`src/rtl/bfly_pkg.sv`:
```
package bfly_pkg;
  // Butterfly dimension used by middle stage s of a network with l address bits.
  function automatic int unsigned stage_dim(input int unsigned s, input int unsigned l);
    if (s < l) return l - 1 - s;
    else return s - l + 1;
  endfunction

  function automatic int unsigned cfg_width(input int unsigned n);
    int unsigned l;
    l = $clog2(n);
    return (2 * l - 1) * 2 * n + n;
  endfunction
endpackage

```
`src/rtl/bfly_cfg_chain.sv`:
```
module bfly_cfg_chain #(
  parameter int W = 88
) (
  input  logic         cfg_clk,
  input  logic         rst,
  input  logic         cfg_en,
  input  logic         cfg_din,
  output logic [W-1:0] cfg_bits,
  output logic         cfg_done
);
  localparam int CW = $clog2(W + 1);

  logic [W-1:0]  chain;
  logic [CW-1:0] cnt;
  logic          done_q;

  always_ff @(posedge cfg_clk) begin
    if (rst) begin
      chain  <= '0;
      cnt    <= '0;
      done_q <= 1'b0;
    end else if (cfg_en && !done_q) begin
      chain <= {cfg_din, chain[W-1:1]};
      cnt   <= cnt + 1'b1;
      if (cnt == CW'(W - 1)) done_q <= 1'b1;
    end
  end

  assign cfg_bits = chain;
  assign cfg_done = done_q;


  done_sticky_chk: assert property (@(posedge cfg_clk) disable iff (rst)
    cfg_done |=> cfg_done);

  chain_frozen_chk: assert property (@(posedge cfg_clk) disable iff (rst)
    cfg_done |=> $stable(cfg_bits));

  count_bound_chk: assert property (@(posedge cfg_clk) disable iff (rst)
    cnt <= CW'(W));

  done_rise_chk: assert property (@(posedge cfg_clk) disable iff (rst)
    $rose(cfg_done) |-> (cnt == CW'(W)));
endmodule

```
`src/rtl/bfly_mid_stage.sv`:
```
module bfly_mid_stage #(
  parameter int N   = 8,
  parameter int DIM = 0
) (
  input  logic [2*N-1:0] lvl_in,
  input  logic [2*N-1:0] sel,
  output logic [2*N-1:0] lvl_out
);
  localparam int STRIDE = 1 << DIM;

  for (genvar p = 0; p < 2; p++) begin : g_plane
    for (genvar w = 0; w < N; w++) begin : g_wire
      localparam int SELF = p * N + w;
      localparam int MATE = p * N + (w ^ STRIDE);
      assign lvl_out[SELF] = sel[SELF] ? lvl_in[MATE] : lvl_in[SELF];
    end
  end
endmodule

```
`src/rtl/bfly_out_stage.sv`:
```
module bfly_out_stage #(
  parameter int N = 8
) (
  input  logic [2*N-1:0] lvl_in,
  input  logic [N-1:0]   sel,
  input  logic           enable,
  output logic [N-1:0]   dout
);
  for (genvar j = 0; j < N; j++) begin : g_out
    assign dout[j] = enable & (sel[j] ? lvl_in[N+j] : lvl_in[j]);
  end
endmodule

```
`src/rtl/bfly_net.sv`:
```
module bfly_net #(
  parameter int N = 8
) (
  input  logic         cfg_clk,
  input  logic         rst,
  input  logic         cfg_en,
  input  logic         cfg_din,
  output logic         cfg_done,
  input  logic [N-1:0] din,
  output logic [N-1:0] dout
);
  import bfly_pkg::*;

  localparam int L     = $clog2(N);
  localparam int NMID  = 2 * L - 1;
  localparam int SW    = 2 * N;
  localparam int CFG_W = NMID * SW + N;

  initial begin
    n_pow2_chk: assert (N >= 4 && (1 << L) == N);
  end

  logic [CFG_W-1:0] prog;
  logic [SW-1:0]    lvl [0:NMID];

  bfly_cfg_chain #(.W(CFG_W)) u_chain (
    .cfg_clk (cfg_clk),
    .rst     (rst),
    .cfg_en  (cfg_en),
    .cfg_din (cfg_din),
    .cfg_bits(prog),
    .cfg_done(cfg_done)
  );

  // fan-out stage: every input drives both planes
  assign lvl[0] = {din, din};

  for (genvar s = 0; s < NMID; s++) begin : g_mid
    bfly_mid_stage #(.N(N), .DIM(int'(stage_dim(s, L)))) u_stage (
      .lvl_in (lvl[s]),
      .sel    (prog[s*SW +: SW]),
      .lvl_out(lvl[s+1])
    );
  end

  bfly_out_stage #(.N(N)) u_out (
    .lvl_in(lvl[NMID]),
    .sel   (prog[NMID*SW +: N]),
    .enable(cfg_done),
    .dout  (dout)
  );


  gate_low_chk: assert property (@(posedge cfg_clk) disable iff (rst)
    !cfg_done |-> (dout == '0));

  identity_chk: assert property (@(posedge cfg_clk) disable iff (rst)
    (cfg_done && prog == '0) |-> (dout == din));

  plane1_straight_chk: assert property (@(posedge cfg_clk) disable iff (rst)
    (cfg_done && prog[NMID*SW-1:0] == '0) |-> (dout == din));
endmodule

```
`config.mk`:
```
export PLATFORM = sky130hd
export DESIGN_NAME = bfly_net
export DESIGN_NICKNAME = d
export VERILOG_FILES = /design/src/rtl/bfly_pkg.sv /design/src/rtl/bfly_cfg_chain.sv /design/src/rtl/bfly_mid_stage.sv /design/src/rtl/bfly_out_stage.sv /design/src/rtl/bfly_net.sv
export SDC_FILE = /design/constraint.sdc
export NUM_CORES = 1
export LEC_CHECK = 0
export BUFFER_PORTS_ARGS = -buffer_cell sky130_fd_sc_hd__clkbuf_2
export CAP_MARGIN = 20
export CORE_UTILIZATION = 40
export CTS_CLUSTER_SIZE = 10
export DETAILED_ROUTE_END_ITERATION = 10
export PLACE_DENSITY = 0.63
export SLEW_MARGIN = 10
export SYNTH_ARGS = -nofsm -noshare
export SYNTH_HDL_FRONTEND = slang
export SYNTH_HIERARCHICAL = 1
export SYNTH_SLANG_ARGS = --single-unit
```
`constraint.sdc`:
```
create_clock -name cfg_clk -period 2.5 [get_ports cfg_clk]
set_input_delay 0.125 -clock cfg_clk [delete_from_list [all_inputs] [get_ports cfg_clk]]
set_output_delay 0.125 -clock cfg_clk [all_outputs]
set_load 0.03 [all_outputs]
```
==> impl_metrics.toml <==
[run_status]
outcome = "complete, but fails checks"
violations = "setup timing"

[detailed_routing]
ant_nets = 0
vias = 3496
wirelength_um = 9420
viasPerCell = 5.18
first_iter_violations = 213
first_pass_iters = 4
avgRoutedWirePerCell_um = 13.9
drc_errors = 0

[final_layout]
area_delta_synth_final_pct = 12.8
final_core_util_pct = 46.4
fillers = 1095
diodes = 0
finalNonFillerCells = 675
nNetsFinal = 541
drive_above_1_share_pct = 27.3

[timing]
post-route-min-period_ps = 2640
fin_crit_sh_pct = 105
hold_violations = 0
worst_pin_slew_ps = 568
setup_tns_ps = -911
rsz0062_at_grt = "yes"
worst_slack_ps = -137
finalSetupViolations = 8
skew_ps = 4.47
slew_headroom_pct = 62.1
max_freq_ghz = 0.379
slew_viol_final = 0

[clock_network]
cts_buffers = 9
path_clk_slew_ps = 70
cts_tree = "built"
clock_sinks = 96
cts_buffer_depth = 2
cts_root_buf = "clkbuf_16"
htreeDepth = 3
ctsHoldBuffers = 0
clock_latency_ps = 330

[synthesis]
synth_flop_cell = "dfxtp_1"
synth_nets = 531
yosys.area.top_type_share_pct = 40.9
yosysWarningCount = 6
yosysMostFrequentCell = "nand2_1"
syn_area_per_cell_um2 = 9.07
async_flop_share_pct = 0
synth_edf_count = 0
synthTopCellsByCount = "nand2_1, dfxtp_1, a21oi_1"
synthCells = 518
synth-seq-cells = 96
synthTopCellsByArea = "dfxtp_1, mux2_4, nand2_1"
synthDistinctLibCells = 25
syn-cell-area_um2 = 4700
synth_top_area_cell = "dfxtp_1"
seq_area_frac_synth_pct = 40.9

[pwr]
total_power_uw = 3250
vdd_drop_max_uv = 411
p_per_area_nw_per_um2 = 613
p_leak_uw = 0.00189

[hold_path]
hold_path_class = "input pin to register"

[floorplan]
die-height_um = 110
initial_core_util_pct = 41.2
fp.dieArea_um2 = 12200
pin_count = 21
rows = 39
dieWidth_um = 110
fp.coreArea_um2 = 11400

[global_route]
grt_max_degree = 57
grt_pass1_vias = 3246
grt_first_pass_wirelength_um = 15300
grtUsageTotal_pct = 16.2
grt_overflow = 0
antenna_found_initial = 0

[placement]
io_buffers = 20
gp_congestion = 0.807
pre_cts_ws_ps = 164
hpwl_um = 6440
placed_cells = 656

[worst_setup_path]
critPathKind = "register to output pin"
cp-end-kind = "output pin"
cp_max_fo = 3
slowest_delay_ps = 360
critPathSlowestCell = "dfxtp_2"
crit_required_ps = 2380
cp-start-kind = "register"
cp_common_cell = "mux2_4"
path_cells = "mux2_4 > mux2_4 > mux2_4 > mux2_4 > mux2_4 > mux2i_1 > nor2b_1 > buf_4"
crit_arrival_ps = 2510

[flow_run]
cap_violations = 0
[metal layers]
metal | GRT usage [%] | up-vias | routed length [um]
li1 | - | 1757 | -
met1 | 19.8 | 1690 | 4530
met2 | 28.3 | 43 | 4600
met3 | 3.23 | 6 | 228
met4 | 5.26 | 0 | 56
met5 | 0 | - | 0
[placed cells by master, fill, tap and decap left out, drive strengths merged]
cell type	n
nand2	181
dfxtp	96
a21oi	92
mux2	81
clkbuf	21
buf	19
nor2b	10
mux2i	8
nor2	3
bufinv	2
nand3	2
o31ai	2
or4	2
clkinv	2
clkinvlp	1
nand2b	1
nand4	1
o21ai	1
or3	1
nand3b	1
xor2	1
xnor2	1
nor4	1
o21ba	1
ha	1
[state kept, by name, summed over array words and instances, names as in the netlist]
name and count:
u_chain/cfg_bits 88, u_chain/cfg_done 1, u_chain/cnt 7
[final timing paths]
check                      startpoint                   end  slack (ps)  depth (start not counted)
setup / recovery  u_chain/cfg_bits[9]               dout[7]        -140                          8
hold / removal                cfg_din  u_chain/cfg_bits[87]           8                          3
setup reg to reg     u_chain/cfg_done        u_chain/cnt[4]        1020                          5
hold reg to reg   u_chain/cfg_bits[0]   u_chain/cfg_bits[0]         470                          2
[worst max-delay path: cells and delay by family, from the launching register on]
family | cells | cell delay [ps]
flip-flops | 1 | 360
AND/OR/NAND/NOR | 1 | 80
multiplexers | 6 | 1590
buffers and inverters | 1 | 170
[report_power, final]
part           internal [uW]  switching [uW]  total [uW]
Combinational            112             129         240
Clock                    898             573        1470
Sequential              1530            4.55        1540
[logic make-up (layout without fill, tap and decap cells)]
family	Yosys count	count (layout)	share of synthesized area (%)
AO/OA/AOI/OAI	96	96	10.4
XOR/XNOR	2	2	0.373
adder cells (fa/ha/maj)	1	1	0.266
buffers and inverters	31	45	3.12
flip-flops	96	96	40.9
multiplexers	89	89	27.5
AND/OR/NAND/NOR	203	203	17.4
[per-stage QoR]
stage          hold slack (ps)  area [um2]
6_report                  7.74        5300
5_1_grt                   26.2        5300
4_1_cts                   2.11        5300
3_5_place_dp               359        4910
3_3_place_gp               347        4910
2_1_floorplan              261        4700
[layout make-up]
| type | count | area (um2) | area share, % |
|---|---|---|---|
| multi-input cells | 391 | 2640 | 49.8 |
| flip-flops and latches | 96 | 1940 | 36.6 |
| clock buffers | 10 | 239 | 4.51 |
| repair buffers | 30 | 220 | 4.15 |
| well taps | 143 | 179 | 3.38 |
| clock inverters | 5 | 81.3 | 1.53 |
[repair_timing]
item | CTS | global route
endpoints found under the hold margin | 0 | 0
endpoints found under the setup margin | 8 | 8
gates cloned | 0 | 0
buffers inserted | 4 | 0
gates resized for setup | 24 | 8
Note: power is estimated with default switching activity, not from simulation.
